File: config.mk
export PLATFORM = sky130hd
export DESIGN_NAME = strobe_fifo_rx
export DESIGN_NICKNAME = d
export VERILOG_FILES = /design/src/rtl/strobe_fifo_rx_pkg.sv /design/src/rtl/sfr_sync.sv /design/src/rtl/sfr_decode.sv /design/src/rtl/sfr_fifo_bank.sv /design/src/rtl/strobe_fifo_rx.sv
export SDC_FILE = /design/constraint.sdc
export NUM_CORES = 1
export LEC_CHECK = 0
export ABC_AREA = 1
export BUFFER_PORTS_ARGS = -buffer_cell sky130_fd_sc_hd__buf_2
export CAP_MARGIN = 40
export CORE_ASPECT_RATIO = 0.7
export CORE_MARGIN = 10
export CORE_UTILIZATION = 45
export CTS_CLUSTER_DIAMETER = 100
export CTS_CLUSTER_SIZE = 25
export DETAILED_ROUTE_END_ITERATION = 7
export MAX_ROUTING_LAYER = met4
export SLEW_MARGIN = 20
export SYNTH_ARGS = -nofsm -noshare
export SYNTH_HDL_FRONTEND = slang
export SYNTH_SLANG_ARGS = --single-unit
export TNS_END_PERCENT = 50
File: constraint.sdc
create_clock -name clk_i -period 6.8 [get_ports clk_i]
set_input_delay 0.34 -clock clk_i [delete_from_list [all_inputs] [get_ports clk_i]]
set_output_delay 0.34 -clock clk_i [all_outputs]
set_load 0.05 [all_outputs]
File: src/rtl/strobe_fifo_rx_pkg.sv
package strobe_fifo_rx_pkg;
  typedef struct packed {
    logic wr;
    logic zlp;
    logic last;
  } strobe_evt_t;
endpackage

File: src/rtl/sfr_sync.sv
module sfr_sync #(
  parameter int          W       = 1,
  parameter int          STAGES  = 2,
  parameter logic [W-1:0] RST_VAL = '0
) (
  input  logic         clk_i,
  input  logic         rst_ni,
  input  logic [W-1:0] d_i,
  output logic [W-1:0] q_o
);
  logic [STAGES-1:0][W-1:0] stage_q;

  always_ff @(posedge clk_i or negedge rst_ni) begin
    if (!rst_ni) begin
      for (int i = 0; i < STAGES; i++) stage_q[i] <= RST_VAL;
    end else begin
      stage_q[0] <= d_i;
      for (int i = 1; i < STAGES; i++) stage_q[i] <= stage_q[i-1];
    end
  end

  assign q_o = stage_q[STAGES-1];
endmodule

File: src/rtl/sfr_decode.sv
module sfr_decode
  import strobe_fifo_rx_pkg::*;
#(
  parameter int ADDR_W = 2,
  parameter int DATA_W = 16
) (
  input  logic              clk_i,
  input  logic              rst_ni,
  input  logic              cs_n_i,
  input  logic              wr_n_i,
  input  logic              pe_n_i,
  input  logic [ADDR_W-1:0] addr_i,
  input  logic [DATA_W-1:0] data_i,
  output strobe_evt_t       evt_o,
  output logic [ADDR_W-1:0] evt_addr_o,
  output logic [DATA_W-1:0] evt_data_o
);
  logic              cs_d, wr_d, pe_d, pe_used_q;
  logic [ADDR_W-1:0] addr_d;
  logic [DATA_W-1:0] data_d;
  logic              wr_rise, pe_rise, wr_hit, zlp_hit;

  // pre-edge values are used: data and packet-end as seen before release
  assign wr_rise = !wr_d && wr_n_i;
  assign pe_rise = !pe_d && pe_n_i;
  assign wr_hit  = wr_rise && !cs_d;
  assign zlp_hit = pe_rise && !cs_d && !pe_used_q && !wr_hit && wr_d;

  always_ff @(posedge clk_i or negedge rst_ni) begin
    if (!rst_ni) begin
      cs_d       <= 1'b1;
      wr_d       <= 1'b1;
      pe_d       <= 1'b1;
      addr_d     <= '0;
      data_d     <= '0;
      pe_used_q  <= 1'b0;
      evt_o      <= '0;
      evt_addr_o <= '0;
      evt_data_o <= '0;
    end else begin
      cs_d   <= cs_n_i;
      wr_d   <= wr_n_i;
      pe_d   <= pe_n_i;
      addr_d <= addr_i;
      data_d <= data_i;
      if (pe_rise)              pe_used_q <= 1'b0;
      else if (wr_hit && !pe_d) pe_used_q <= 1'b1;
      evt_o.wr   <= wr_hit;
      evt_o.zlp  <= zlp_hit;
      evt_o.last <= wr_hit && !pe_d;
      evt_addr_o <= addr_d;
      evt_data_o <= wr_hit ? data_d : '0;
    end
  end

  AST_EVT_ONE_KIND: assert property (@(posedge clk_i) disable iff (!rst_ni)
    evt_o.zlp |-> !evt_o.wr && !evt_o.last) else $error("zlp with write");
endmodule

File: src/rtl/sfr_fifo_bank.sv
module sfr_fifo_bank #(
  parameter int NUM_FIFOS = 4,
  parameter int DEPTH     = 8,
  parameter int DATA_W    = 16,
  parameter int ADDR_W    = 2,
  parameter int PTR_W     = 4
) (
  input  logic              clk_i,
  input  logic              rst_ni,
  input  logic              wr_i,
  input  logic              zlp_i,
  input  logic              last_i,
  input  logic [ADDR_W-1:0] addr_i,
  input  logic [DATA_W-1:0] data_i,
  input  logic [ADDR_W-1:0] sel_i,
  input  logic              pop_i,
  output logic [PTR_W-1:0]  occ_o [NUM_FIFOS],
  output logic              drop_o,
  output logic              avail_o,
  output logic [DATA_W-1:0] data_o,
  output logic              last_o,
  output logic              zlp_o
);
  localparam int IDX_W = $clog2(DEPTH);
  localparam int EW    = DATA_W + 2;

  logic [NUM_FIFOS-1:0] full_v, avail_v;
  logic [EW-1:0]        ent_v [NUM_FIFOS];
  logic                 any_evt;

  assign any_evt = wr_i || zlp_i;

  for (genvar g = 0; g < NUM_FIFOS; g++) begin : g_fifo
    logic [PTR_W-1:0] wr_q, rd_q, cm_q, cm_occ;
    logic [EW-1:0]    mem_q [DEPTH];
    logic             push, pop;

    assign occ_o[g]   = wr_q - rd_q;
    assign cm_occ     = cm_q - rd_q;
    assign full_v[g]  = occ_o[g] == PTR_W'(DEPTH);
    assign avail_v[g] = cm_q != rd_q;
    assign push = any_evt && (addr_i == ADDR_W'(g)) && !full_v[g];
    assign pop  = pop_i && (sel_i == ADDR_W'(g)) && avail_v[g];

    always_ff @(posedge clk_i or negedge rst_ni) begin
      if (!rst_ni) begin
        wr_q <= '0;
        rd_q <= '0;
        cm_q <= '0;
      end else begin
        if (push) wr_q <= wr_q + 1'b1;
        if (push && (last_i || zlp_i)) cm_q <= wr_q + 1'b1;
        if (pop) rd_q <= rd_q + 1'b1;
      end
    end

    always_ff @(posedge clk_i) begin
      if (push) mem_q[wr_q[IDX_W-1:0]] <= {zlp_i, last_i | zlp_i, zlp_i ? '0 : data_i};
    end

    assign ent_v[g] = mem_q[rd_q[IDX_W-1:0]];

    AST_OCC_BOUND: assert property (@(posedge clk_i) disable iff (!rst_ni)
      occ_o[g] <= PTR_W'(DEPTH)) else $error("occupancy past depth");
    AST_COMMIT_INSIDE: assert property (@(posedge clk_i) disable iff (!rst_ni)
      cm_occ <= occ_o[g]) else $error("commit point beyond write point");
  end

  always_comb begin
    drop_o  = 1'b0;
    avail_o = 1'b0;
    data_o  = '0;
    last_o  = 1'b0;
    zlp_o   = 1'b0;
    for (int g = 0; g < NUM_FIFOS; g++) begin
      if (any_evt && addr_i == ADDR_W'(g) && full_v[g]) drop_o = 1'b1;
      if (sel_i == ADDR_W'(g)) begin
        avail_o = avail_v[g];
        {zlp_o, last_o, data_o} = ent_v[g];
      end
    end
  end
endmodule

File: src/rtl/strobe_fifo_rx.sv
module strobe_fifo_rx
  import strobe_fifo_rx_pkg::*;
#(
  parameter int DATA_W    = 16,
  parameter int NUM_FIFOS = 4,
  parameter int DEPTH     = 8,
  parameter int ADDR_W    = (NUM_FIFOS > 1) ? $clog2(NUM_FIFOS) : 1,
  parameter int PTR_W     = $clog2(DEPTH) + 1
) (
  input  logic              clk_i,
  input  logic              rst_ni,
  input  logic              cs_ni,
  input  logic              wr_ni,
  input  logic              pktend_ni,
  input  logic [ADDR_W-1:0] addr_i,
  input  logic [DATA_W-1:0] data_i,
  input  logic              flag_fixed_i,
  input  logic [ADDR_W-1:0] flag_addr_i,
  input  logic [PTR_W-1:0]  partial_thresh_i,
  output logic              flag_empty_o,
  output logic              flag_full_o,
  output logic              flag_partial_o,
  output logic              overflow_o,
  input  logic [ADDR_W-1:0] rd_sel_i,
  output logic              m_valid_o,
  input  logic              m_ready_i,
  output logic [DATA_W-1:0] m_data_o,
  output logic              m_last_o,
  output logic              m_zlp_o
);
  localparam int SW = 3 + ADDR_W + DATA_W;
  localparam logic [SW-1:0] SYNC_RST = {3'b111, {(ADDR_W + DATA_W){1'b0}}};

  logic              cs_s, wr_s, pe_s;
  logic [ADDR_W-1:0] addr_s, evt_addr, flag_idx;
  logic [DATA_W-1:0] data_s, evt_data;
  strobe_evt_t       evt;
  logic [PTR_W-1:0]  occ [NUM_FIFOS];
  logic [PTR_W-1:0]  flag_occ;
  logic              drop, ovf_q;

  sfr_sync #(.W(SW), .STAGES(2), .RST_VAL(SYNC_RST)) u_sync (
    .clk_i (clk_i),
    .rst_ni(rst_ni),
    .d_i   ({cs_ni, wr_ni, pktend_ni, addr_i, data_i}),
    .q_o   ({cs_s, wr_s, pe_s, addr_s, data_s})
  );

  sfr_decode #(.ADDR_W(ADDR_W), .DATA_W(DATA_W)) u_decode (
    .clk_i     (clk_i),
    .rst_ni    (rst_ni),
    .cs_n_i    (cs_s),
    .wr_n_i    (wr_s),
    .pe_n_i    (pe_s),
    .addr_i    (addr_s),
    .data_i    (data_s),
    .evt_o     (evt),
    .evt_addr_o(evt_addr),
    .evt_data_o(evt_data)
  );

  sfr_fifo_bank #(
    .NUM_FIFOS(NUM_FIFOS), .DEPTH(DEPTH), .DATA_W(DATA_W),
    .ADDR_W(ADDR_W), .PTR_W(PTR_W)
  ) u_bank (
    .clk_i  (clk_i),
    .rst_ni (rst_ni),
    .wr_i   (evt.wr),
    .zlp_i  (evt.zlp),
    .last_i (evt.last),
    .addr_i (evt_addr),
    .data_i (evt_data),
    .sel_i  (rd_sel_i),
    .pop_i  (m_ready_i),
    .occ_o  (occ),
    .drop_o (drop),
    .avail_o(m_valid_o),
    .data_o (m_data_o),
    .last_o (m_last_o),
    .zlp_o  (m_zlp_o)
  );

  assign flag_idx = flag_fixed_i ? flag_addr_i : addr_s;

  always_comb begin
    flag_occ = '0;
    for (int g = 0; g < NUM_FIFOS; g++)
      if (flag_idx == ADDR_W'(g)) flag_occ = occ[g];
  end

  assign flag_empty_o   = flag_occ == '0;
  assign flag_full_o    = flag_occ == PTR_W'(DEPTH);
  assign flag_partial_o = flag_occ >= partial_thresh_i;

  always_ff @(posedge clk_i or negedge rst_ni) begin
    if (!rst_ni) ovf_q <= 1'b0;
    else if (drop) ovf_q <= 1'b1;
  end
  assign overflow_o = ovf_q;

  AST_OVF_STICKY: assert property (@(posedge clk_i) disable iff (!rst_ni)
    overflow_o |=> overflow_o) else $error("overflow cleared");
  AST_ZLP_SHAPE: assert property (@(posedge clk_i) disable iff (!rst_ni)
    (m_valid_o && m_zlp_o) |-> (m_last_o && m_data_o == '0)) else $error("bad zlp entry");
endmodule

==> summary.md, run 1 <==
| Metric | Value |
|---|---|
| Status | `completed` |
| CTS Sinks | `710` |
| Worst-path maximum fanout | `23` |
| Placer Congestion | `0.9939` |
| Drt drc | `0` |
| Max cap viols | `0` |
| Fraction of the cycle the final worst path needs | `0.6853` |
| Max H-tree Level | `2` |
| RSZ-0062 raised after global routing | `no` |
| Fraction of layout cells with a size suffix above 1 | `0.09214` |
| Synth cell count leaders | `nor2_1 (599), edfxtp_1 (576), o21ai_0 (277), nand2_1 (273), nand3_1 (238)` |
| Crit path launch type | `flip-flop` |
| Critical path endpoint category | `primary output` |
| Leading cell type by number of instances after synthesis | `nor2_1` |
| GRT overflow | `0` |
| Worst EP arrival | `4.32 ns` |
| Endpoints failing setup | `0` |
| Clk_lat worst skew | `0.60 ns` |
| Seq/Total Area, Yosys | `0.7157` |
| Final Critical Period | `4.660 ns` |
| Vias in the first global route | `18024` |
| Worst Hold Class | `in -> async` |
| Area post-placement | `30400 µm²` |
| Slew @ Worst Pin | `0.8629 ns` |
| Top cell type's share of synthesized area | `0.5992` |
| Largest net degree at the start of global routing | `74` |
| Core area | `63300 µm²` |
| Hold Slack | `0.2912 ns` |
| Slew HR | `0.4248` |
| DR WL/cell | `24.20 µm` |
| Synth top area cells | `edfxtp_1 (60%), dfrtp_1 (11%), nor2_1 (7.8%)` |
| Row count | `77` |
| Initial antenna violation count | `1` |
| Via/cell ratio | `5.636` |
| DRT antenna net count | `0` |
| Nets | `2619` |
| Area Overhead vs Synth | `9.934%` |
| Initial core utilization | `0.4561` |
| DIE WIDTH | `322.7 µm` |
| Worst clock skew | `0.03264 ns` |
| Chip Height | `231.9 µm` |
| Final hold violation count | `0` |
| TritonCTS clock tree | `yes` |
| Post-synth EDFFs | `576` |
| DP HPWL | `53.47 mm` |
| Die Area | `74840 µm²` |
| Ant. Diodes | `0` |
| Leak | `11.74 nW` |
| Routed via count | `19231` |
| Critical Path RT | `6.46 ns` |
| PD cells | `375.1 nW/µm²` |
| Crit Path Category | `reg -> out` |
| Peak supply drop | `0.0003267 V` |
| Maximum clock rate | `0.2146 GHz` |
| Starting DRT DRC Count | `2739` |
| Post-Layout Inst Area | `31740 µm²` |
| PortBufs | `55` |
| Fill cells | `5556` |
| Mapped cell area | `28870 µm²` |
| Drt first pass iters | `6` |
| Synthesized instance count | `2497` |
| Post-Syn Area per Cell | `11.56 µm²` |
| Top FF cell, synth | `edfxtp_1` |
| Resized cells post-CTS | `0` |
| Clk buf depth | `3` |
| Final core occ | `0.5014` |
| Share of flip-flops with an asynchronous set or reset | `0.1887` |
| Inserted Clock Buffers | `34` |
| Yosys cell types | `32` |
| First-pass GRT wire length | `120.2 mm` |
| GRT Total Usage | `0.2236` |
| Synth area leader | `edfxtp_1` |
| Fin. max-slew vios | `0` |
| Syn Nets | `2558` |
| IO Count | `56` |
| Root buffer selected by CTS | `clkbuf_16` |
| Worst-path clk slew | `0.10 ns` |
| WL final | `82.57 mm` |
| Fin Setup TNS | `0 ns` |
| Yosys warning total | `0` |
| #FFs+latches synth | `710` |
-- where the power goes --
part           total (mW)  switching, mW  internal [mW]
sequential           5.17          0.330           4.84
clock                2.35           1.36          0.992
combinational        4.39           3.17           1.22
-- final timing paths --
kind | startpoint | end | slack, ns | depth (start not counted)
setup / recovery | u_bank.g_fifo[2].rd_q[2] | flag_partial_o | 2.14 | 14
hold / removal | rst_ni | u_bank.g_fifo[3].wr_q[0] | 0.29 | 2
setup reg to reg | u_bank.g_fifo[0].rd_q[2] | u_bank.g_fifo[0].mem_q[3][2] | 2.61 | 12
hold reg to reg | u_decode.addr_d[1] | u_decode.evt_addr_o[1] | 0.34 | 0
max in group asynchronous | rst_ni | u_decode.evt_data_o[7] | 5.38 | 4
min in group clk_i | u_decode.addr_d[1] | u_decode.evt_addr_o[1] | 0.34 | 0
-- per-layer routing --
metal / share of wire / vias up / GRT usage
li1: - / 8658 / -
met1: 0.45 / 9495 / 0.3309
met2: 0.42 / 980 / 0.3082
met3: 0.12 / 98 / 0.05675
met4: 0.017 / 0 / 0.04400
met5: 0 / - / -
-- sequential cells by signal, indices dropped and copies added, names as in the netlist --
name	cells
overflow_o	1
u_bank.g_fifo.rd_q	16
u_decode.pe_d	1
u_decode.evt_data_o	16
u_sync.stage_q	21
u_decode.evt_o	3
u_bank.g_fifo.mem_q	576
u_decode.evt_addr_o	2
u_decode.wr_d	1
u_decode.data_d	16
u_bank.g_fifo.wr_q	16
u_sync.q_o	21
u_decode.addr_d	2
u_bank.g_fifo.cm_q	16
u_decode.cs_d	1
u_decode.pe_used_q	1
-- logic make-up (layout without fill, tap and decap cells) --
| logic type | after synthesis | after routing | share of synthesized area |
|---|---|---|---|
| AND/OR/NAND/NOR | 1160 | 1160 | 0.1676 |
| flip-flops | 710 | 710 | 0.7157 |
| AO/OA/AOI/OAI | 307 | 307 | 0.05487 |
| buffers and inverters | 250 | 336 | 0.03593 |
| XOR/XNOR | 42 | 42 | 0.01274 |
| adder cells (fa/ha/maj) | 28 | 28 | 0.01318 |
-- what timing repair did --
| item | in CTS | in global routing |
|---|---|---|
| hold buffers | 22 | 0 |
| buffers inserted | 0 | 0 |
| hold endpoints to repair | 78 | 0 |
-- cells in the final DEF (no fill, tap or decap), types with 2 or more instances in the layout --
master | Yosys | routed
a21oi_1 | 5 | 5
buf_12 | 0 | 4
buf_16 | 0 | 2
buf_2 | 59 | 54
buf_4 | 6 | 45
buf_6 | 0 | 12
buf_8 | 0 | 8
clkbuf_1 | 49 | 24
clkbuf_16 | 0 | 35
clkinv_1 | 5 | 5
dfrtp_1 | 125 | 119
dfrtp_2 | 0 | 5
dfstp_2 | 9 | 9
dlygate4sd3_1 | 0 | 22
edfxtp_1 | 576 | 576
fa_1 | 4 | 4
ha_1 | 24 | 24
inv_1 | 113 | 113
inv_2 | 9 | 9
nand2_1 | 273 | 273
nand2_2 | 7 | 7
nand2_4 | 3 | 3
nand3_1 | 238 | 238
nand4_1 | 26 | 26
nor2_1 | 599 | 565
nor2_2 | 0 | 18
nor2_4 | 1 | 17
nor3_1 | 5 | 5
nor3_4 | 4 | 4
o211ai_1 | 19 | 19
o21ai_0 | 277 | 277
o21ai_1 | 6 | 6
xnor2_1 | 29 | 29
xor2_1 | 13 | 13
-- layout make-up --
type	instances	area (µm²)	area share
timing repair buffer	147	1219	0.03840
multi-input combinational	1537	7335	0.2311
inverter	128	483.0	0.01522
sequential	710	20670	0.6514
clock buffer	59	965.9	0.03044
clock inverter	2	25.02	0.0007885
tap	829	1037	0.03268
-- worst max-delay path, stage by stage (launching register included) --
cell and delay (ns):
dfrtp_1 0.81, clkinv_1 0.74, ha_1 0.62, nand2_1 0.07
nand2_1 0.09, inv_1 0.04, nand2_1 0.05, nand2_1 0.06
nand3_1 0.08, nand2_1 0.20, nor2_1 0.23, ha_1 0.29
a21oi_1 0.15, nand3_1 0.09, buf_2 0.22
-- through the flow --
| step | instances | setup slack [ns] | power, mW |
|---|---|---|---|
| after floorplan | 2497 | 3.635 | 8.059 |
| after global placement | 3304 | 2.562 | 9.418 |
| after detailed placement | 3320 | 2.523 | 9.510 |
| after CTS | 3403 | 2.020 | 11.83 |
| after global routing | 3412 | 1.808 | 12.51 |
| final | 3412 | 2.140 | 11.91 |
(Power assumes the default switching activity.)
==> run 2: changes to the inputs <==
--- a/config.mk
+++ b/config.mk
@@ -5,7 +5,7 @@
 export SDC_FILE = /design/constraint.sdc
 export NUM_CORES = 1
 export LEC_CHECK = 0
-export ABC_AREA = 1
+export ABC_AREA = 0
 export BUFFER_PORTS_ARGS = -buffer_cell sky130_fd_sc_hd__buf_2
 export CAP_MARGIN = 40
 export CORE_ASPECT_RATIO = 0.7
==> constraint.sdc (replaced) <==
create_clock -name clk_i -period 4.35 [get_ports clk_i]
set_input_delay 0.2175 -clock clk_i [delete_from_list [all_inputs] [get_ports clk_i]]
set_output_delay 0.2175 -clock clk_i [all_outputs]
set_load 0.05 [all_outputs]
==> run 2 against run 1 <==
Compared with the run above:
- first-iteration DRC count shrank 39%
- critical endpoint unchanged
- utilization grew 0.56 points
- critical path depth shrank 3
- synthesized cell count shrank 38%
- final cell count shrank 26%
- power grew 47%
- sequential cell count is the same
- die area shrank 3.2%
- sequential power grew 54%
- largest power group unchanged
==> summary.md, run 2 <==
| Metric | Value |
|---|---|
| Worst EP arrival | `3.62 ns (-0.70 ns)` |
| Final hold violation count | `0 (unchanged)` |
| Commonest non-fill, non-tap cell in the layout | `edfxtp_1` |
| DIE WIDTH | `317.5 µm (-1.6%)` |
| Top FF cell, synth | `edfxtp_1` |
| Fin Setup TNS | `0 ns (unchanged)` |
| Worst Hold Class | `in -> reg` |
| Slew HR | `0.3818 (-0.04300)` |
| Sw frac | `0.3481 (-0.06009)` |
| Net load switching power | `6.092 mW (+25%)` |
| Crit. Startpoint | `u_bank.g_fifo[2].wr_q[0]` |
| Peak supply drop | `0.0003474 V (+6.3%)` |
| Post-Syn Area per Cell | `18.08 µm² (+56%)` |
| First-pass GRT wire length | `100.3 mm (-17%)` |
| Hold path startpoint | `m_ready_i` |
| Slew @ Worst Pin | `0.9274 ns (+0.06450 ns)` |
| Synth top area cells | `edfxtp_1 (62%), dfrtp_1 (11%), mux4_2 (7.3%)` |
| Final core occ | `0.5070 (+0.005592)` |
| Internal power | `11.41 mW (+62%)` |
| Worst hold path depth | `5` |
| Seq/Total Area, Yosys | `0.7412 (+0.02544)` |
| Chip Height | `228.2 µm (-1.6%)` |
| Max H-tree Level | `2 (unchanged)` |
| Syn Nets | `1603 (-37%)` |
| Crit path largest cell delay | `0.61 ns (-0.20 ns)` |
| Drt drc | `0 (unchanged)` |
| Clk buf depth | `3 (unchanged)` |
| Gate power share | `0.335 (-0.034)` |
| Leak | `10.79 nW (-8.1%)` |
| Via/cell ratio | `5.745 (+1.9%)` |
| Inserted Clock Buffers | `34 (unchanged)` |
| Nets | `1727 (-34%)` |
| Critical path endpoint category | `primary output` |
| Placer Congestion | `0.8657 (-13%)` |
| DRT antenna net count | `0 (unchanged)` |
| Routed via count | `14444 (-25%)` |
| GRT Total Usage | `0.1907 (-0.03292)` |
| WL final | `68.64 mm (-17%)` |
| Footprint of the multi-input gates | `6978 µm² (-4.9%)` |
| Post-synth EDFFs | `576 (unchanged)` |
| Vias in the first global route | `14351 (-20%)` |
| Area Overhead vs Synth | `11.71%` |
| Buffers and inverters on the worst path | `3 (unchanged)` |
| Cell count after placement | `2421 (-27%)` |
| Commonest cells after routing, fill and taps aside | `edfxtp_1 (576), dfrtp_1 (119), mux2i_1 (92), mux4_2 (90), buf_4 (72)` |
| Root buffer selected by CTS | `clkbuf_16` |
| Largest delay contributor family on the critical path | `adder cells` |
| Maximum clock rate | `0.2603 GHz` |
| Worst-path maximum fanout | `9 (-61%)` |
| Crit path capture | `flag_partial_o` |
| Worst path depth | `11 (-3)` |
| Row count | `76 (-1.3%)` |
| Core area | `61430 µm² (-3.0%)` |
| Largest net degree at the start of global routing | `78 (+5.4%)` |
| Worst clock skew | `0.03628 ns (+0.003640 ns)` |
| Synthesized instance count | `1542 (-38%)` |
| Mapped cell area | `27880 µm² (-3.4%)` |
| Yosys cell types | `56 (+75%)` |
| Worst-path clk slew | `0.10 ns (about the same)` |
| Fill cells | `5053 (-9.1%)` |
| IO Count | `56 (unchanged)` |
| Slowest cell on crit path | `dfrtp_1` |
| Synth area leader | `edfxtp_1` |
| RSZ-0062 raised after global routing | `no` |
| Fraction of the cycle the final worst path needs | `0.8831` |
| Max cap viols | `0 (unchanged)` |
| DP HPWL | `44.77 mm (-16%)` |
| Yosys warning total | `0 (unchanged)` |
| Crit path launch type | `flip-flop` |
| Drt first pass iters | `5 (-1)` |
| Die Area | `72460 µm² (-3.2%)` |
| Crit Path Category | `reg -> out` |
| Critical R2R Capture | `u_bank.g_fifo[2].mem_q[4][9]` |
| Register share of total power | `0.456 (+0.022)` |
| R2r startpoint | `u_bank.g_fifo[2].rd_q[1]` |
| Top cell type's share of synthesized area | `0.6205 (+0.02130)` |
| GRT overflow | `0 (unchanged)` |
| #FFs+latches synth | `710 (unchanged)` |
| Reg2Reg Depth | `9 (-3)` |
| Max reg flops | `576 (unchanged)` |
| Cells along the critical path | `inv_1 -> ha_1 -> inv_1 -> fa_1 -> mux4_2 -> ha_1 -> a21oi_1 -> nor2b_1 -> o21ai_0 -> nand2b_1 -> buf_2` |
| Fin. max-slew vios | `0 (unchanged)` |
| PortBufs | `55 (unchanged)` |
| Final Critical Period | `3.841 ns` |
| Reg2Reg Setup Slack | `1.02 ns (-1.59 ns)` |
| Clk_lat worst skew | `0.59 ns (about the same)` |
| TritonCTS clock tree | `yes` |
| PD cells | `562.0 nW/µm² (+50%)` |
| Starting DRT DRC Count | `1664 (-39%)` |
| Reg area | `20670 µm² (about the same)` |
| Initial core utilization | `0.4538 (-0.002263)` |
| Final cell count without fillers | `2514 (-26%)` |
| CTS Sinks | `710 (unchanged)` |
| Status | `completed` |
| Initial antenna violation count | `6 (+5)` |
| Clock Power Share | `0.209 (+0.012)` |
| Fraction of layout cells with a size suffix above 1 | `0.2157 (+0.1236)` |
| Endpoints failing setup | `0 (unchanged)` |
| DR WL/cell | `27.30 µm (+13%)` |
| Leading cell type by number of instances after synthesis | `edfxtp_1` |
| Synth cell count leaders | `edfxtp_1 (576), dfrtp_1 (125), mux2i_1 (92), mux4_2 (90), nand2_1 (70)` |
| Share of flip-flops with an asynchronous set or reset | `0.1887 (unchanged)` |
| Critical Path RT | `4.13 ns (-2.33 ns)` |
==> run 2: cell count changes in the layout (fill, tap and decap cells not counted), sizes merged, moves of 19 or more <==
cell / change
nor2b: +59
and2: +22
o211ai: -19
nand2: -213
nand4: -23
nor2: -576
mux2i: +92
o21ai: -261
mux4: +90
a21oi: +23
mux2: +34
nand3: -219
inv: -97
a211oi: +29
==> run 2: stage by stage <==
step	total power [mW]	cell area [µm²]	hold slack (ns)	setup WS (ns)
after detailed placement	13.94	29800	0.3220	1.004
final	17.50	31140	0.1878	0.5085
after floorplan	11.94	27880	-0.07809	-0.03762
after global placement	13.89	29630	0.3185	1.083
after CTS	17.57	31030	0.1512	0.4288
after global routing	18.30	31140	0.2007	0.2369
==> run 2: what timing repair did <==
| item | in CTS | in global routing |
|---|---|---|
| buffers inserted | 0 | 0 |
| hold endpoints to repair | 94 | 7 |
| hold buffers | 22 | 1 |
| resized for setup | 0 | 0 |
==> run 2: logic make-up (layout without fill, tap and decap cells) <==
kind of cell             count (synthesis)  count (layout)  share of synthesized area
AO/OA/AOI/OAI                          157             157                    0.03954
XOR/XNOR                                56              56                    0.01759
adder cells (fa/ha/maj)                 28              28                    0.01364
buffers and inverters                  104             254                    0.01616
flip-flops                             710             710                     0.7412
multiplexers                           216             216                     0.1199
other                                    0               3                          0
AND/OR/NAND/NOR                        271             271                    0.05202
==> run 2: final cells by class <==
class,count,share of cell area
Antenna cell,3,0.0002411
Clock buffer,59,0.03102
Clock inverter,3,0.001446
Inverter,27,0.003254
Multi-Input combinational cell,728,0.2241
Sequential cell,710,0.6638
Tap cell,819,0.03290
Timing Repair Buffer,165,0.04323
==> run 2: worst min-delay path by stage <==
stage                                           to  slack (ns)
final                     u_bank.g_fifo[2].rd_q[1]        0.19
after global routing      u_bank.g_fifo[2].rd_q[2]        0.20
after CTS                 u_bank.g_fifo[2].rd_q[0]        0.15
after detailed placement        u_decode.data_d[0]        0.32
after global placement          u_decode.data_d[0]        0.32
after floorplan                         overflow_o       -0.08
==> run 2: routing by layer <==
metal	global-route usage	wire (µm)	up-vias
met2	0.2659	29900	440
met4	0.03560	917	0
met5	-	0	-
met3	0.05170	5634	62
li1	-	-	6256
met1	0.2787	32180	7686
==> run 2: worst reg2reg max path: stages (launching register included) <==
cell and delay, ns:
dfrtp_2 0.37, buf_4 0.39, inv_1 0.21, fa_1 0.46
xnor2_1 0.26, nand3b_1 0.18, o31ai_4 0.57, or2_2 0.29
nor3_2 0.05, buf_4 0.24
==> run 2: power by group through the flow <==
stage	Clock [mW]	Sequential (mW)	Combinational (mW)
2_1_floorplan	0	7.90	4.04
3_3_place_gp	0	8.12	5.77
3_5_place_dp	0	8.13	5.81
4_1_cts	3.74	7.98	5.85
5_1_grt	3.98	8.02	6.29
6_report	3.66	7.98	5.86
==> run 3: changes to the inputs <==
--- a/config.mk
+++ b/config.mk
@@ -15,6 +15,7 @@
 export CTS_CLUSTER_SIZE = 25
 export DETAILED_ROUTE_END_ITERATION = 7
 export MAX_ROUTING_LAYER = met4
+export PLACE_DENSITY = 0.58
 export SLEW_MARGIN = 20
 export SYNTH_ARGS = -nofsm -noshare
 export SYNTH_HDL_FRONTEND = slang
==> run 3 against run 2 <==
Compared with the run above:
- sequential cell count unchanged
- first-iteration DRC count decreased by 5.8%
- count of clock-buffer cells in the layout is 6 lower
- register-to-register slack better by 0.07 ns
- via count shrank 1.4%
- non-clock buffer count decreased by 4
- combinational power fell by 3%
- clock power is 2% lower
- power fell by 1.2%
- hold slack got worse by 0.14 ns
- critical path depth shrank 3
- highest routed layer unchanged
==> summary.md, run 3 (same netlist as run 2, synthesis figures left out) <==
| Metric | Value |
|---|---|
| Status | `completed` |
| IO Count | `56 (unchanged)` |
| Fill cells | `5036 (-0.34%)` |
| Row count | `76 (unchanged)` |
| Slew @ Worst Pin | `0.8168 ns (-0.1106 ns)` |
| Worst-path clk slew | `0.10 ns (about the same)` |
| Clk_lat worst skew | `0.58 ns (about the same)` |
| Resized cells post-CTS | `0 (unchanged)` |
| Gate power share | `0.330 (-0.005)` |
| Net load switching power | `5.957 mW (-2.2%)` |
| Initial core utilization | `0.4538 (unchanged)` |
| Final Critical Period | `3.888 ns (+0.04701 ns)` |
| Pre-CTS setup slack | `1.053 ns (+0.04927 ns)` |
| Endpoints failing setup | `0 (unchanged)` |
| GRT Total Usage | `0.1873 (-0.003389)` |
| Critical path endpoint category | `primary output` |
| DRT antenna net count | `0 (unchanged)` |
| Worst-path maximum fanout | `9 (unchanged)` |
| Worst Hold Class | `in -> async` |
| Commonest non-fill, non-tap cell in the layout | `edfxtp_1` |
| Final hold violation count | `0 (unchanged)` |
| Area Overhead vs Synth | `11.40%` |
| Core area | `61430 µm² (unchanged)` |
| Internal power | `11.33 mW (-0.69%)` |
| Die Area | `72460 µm² (unchanged)` |
| Vias in the first global route | `14111 (-1.7%)` |
| Max H-tree Level | `2 (unchanged)` |
| Initial antenna violation count | `3 (-3)` |
| Cell count after placement | `2422 (+0.041%)` |
| Largest net degree at the start of global routing | `83 (+6.4%)` |
| Setup WS post-layout | `0.4615 ns (-0.04701 ns)` |
| Chip Height | `228.2 µm (unchanged)` |
| Max reg flops | `576 (unchanged)` |
| Fraction of layout cells with a size suffix above 1 | `0.2159 (+0.0002219)` |
| RSZ-0062 raised after global routing | `no` |
| DP HPWL | `43.74 mm (-2.3%)` |
| PD cells | `556.7 nW/µm² (-0.94%)` |
| PortBufs | `55 (unchanged)` |
| Worst EP arrival | `3.67 ns (+0.05 ns)` |
| Crit path launch type | `flip-flop` |
| Maximum clock rate | `0.2572 GHz (-1.2%)` |
| Placer Congestion | `0.8203 (-5.2%)` |
| GRT overflow | `0 (unchanged)` |
| Critical Path RT | `4.13 ns (about the same)` |
| Final cell count without fillers | `2502 (-0.48%)` |
| WL final | `67.65 mm (-1.4%)` |
| Sw frac | `0.3446 (-0.003506)` |
| DIE WIDTH | `317.5 µm (unchanged)` |
| Root buffer selected by CTS | `clkbuf_16` |
| Slew HR | `0.4399 (+0.05813)` |
| DR WL/cell | `27.04 µm (-0.97%)` |
| First-pass GRT wire length | `98.47 mm (-1.8%)` |
| Post-CTS setup buffers | `0 (unchanged)` |
| Fraction of the cycle the final worst path needs | `0.8939 (+0.01081)` |
| CTS Sinks | `710 (unchanged)` |
| Peak supply drop | `0.0004302 V (+24%)` |
| Clock Power Share | `0.207 (-0.002)` |
| Drt first pass iters | `5 (unchanged)` |
| Leak | `10.76 nW (-0.34%)` |
| Worst clock skew | `0.02175 ns (-0.01453 ns)` |
| Inserted Clock Buffers | `34 (unchanged)` |
| Register share of total power | `0.463 (+0.007)` |
| Crit Path Category | `reg -> out` |
| TritonCTS clock tree | `yes` |
| Fin. max-slew vios | `0 (unchanged)` |
| Commonest cells after routing, fill and taps aside | `edfxtp_1 (576), dfrtp_1 (119), mux2i_1 (92), mux4_2 (90), buf_4 (74)` |
| Nets | `1723 (-0.23%)` |
| Clk buf depth | `3 (unchanged)` |
| Routed via count | `14246 (-1.4%)` |
| Max cap viols | `0 (unchanged)` |
| Via/cell ratio | `5.694 (-0.90%)` |
| Starting DRT DRC Count | `1568 (-5.8%)` |
| Drt drc | `0 (unchanged)` |
## run 3: layout make-up
type / instances / area [µm²] / area share
Sequential cell: 710 / 20670 / 0.6657
Multi-Input combinational cell: 728 / 6975 / 0.2246
Timing Repair Buffer: 161 / 1305 / 0.04202
Tap cell: 819 / 1025 / 0.03300
Clock buffer: 53 / 943.4 / 0.03038
Inverter: 27 / 101.3 / 0.003264
Clock inverter: 2 / 25.02 / 0.0008058
Antenna cell: 2 / 5.005 / 0.0001612
## run 3: worst paths after layout
check / startpoint / to / slack [ns] / depth (start not counted)
worst min register to register: u_sync.q_o[12] / u_decode.data_d[12] / 0.34 / 0
min in group clk_i: m_ready_i / u_bank.g_fifo[2].rd_q[1] / 0.15 / 4
max in group asynchronous: rst_ni / u_bank.g_fifo[0].rd_q[1] / 3.06 / 4
worst min-delay path: rst_ni / u_sync.stage_q[4] / 0.05 / 2
worst max register to register: u_bank.g_fifo[2].wr_q[0] / u_bank.g_fifo[2].mem_q[6][8] / 1.09 / 10
worst max-delay path: u_bank.g_fifo[2].wr_q[0] / flag_empty_o / 0.46 / 8
## run 3: critical path, stage by stage (launching register included)
cell and delay, ns:
dfrtp_1 0.60, inv_1 0.19, ha_1 0.23, inv_1 0.07
fa_1 0.48, mux4_2 0.49, nand4b_1 0.22, nor4b_1 0.46
buf_2 0.36
## run 3: what timing repair did
| item | in CTS | in global routing |
|---|---|---|
| hold endpoints to repair | 114 | 0 |
| hold buffers | 22 | 0 |
| endpoints found under the setup margin | 0 | 0 |
## run 3: power groups by stage
stage,combinational (mW),sequential [mW],clock [mW]
CTS,5.73,8.00,3.68
floorplan,4.04,7.90,0
global placement,5.65,8.14,0
global route,6.13,8.05,3.92
detailed placement,5.69,8.15,0
finish,5.70,8.00,3.58
## run 3: per-layer routing
metal  track usage  vias up  share of wire
met4       0.03795        0          0.017
met3       0.03988       72          0.079
met2        0.2709      484           0.45
li1              -     6234              -
met5             -        -              0
met1        0.2712     7456           0.46
## run 3: metrics by stage
stage	area (µm²)	setup TNS, ns	hold WS (ns)	power (mW)	util
2_1_floorplan	27880	-1.353	-0.07809	11.94	-
3_3_place_gp	29610	0	0.3261	13.78	0.4820
3_5_place_dp	29830	0	0.08916	13.84	0.4856
4_1_cts	31020	0	0.03284	17.41	0.5050
5_1_grt	31050	0	0.05752	18.09	0.5055
6_report	31050	0	0.04762	17.29	0.5055
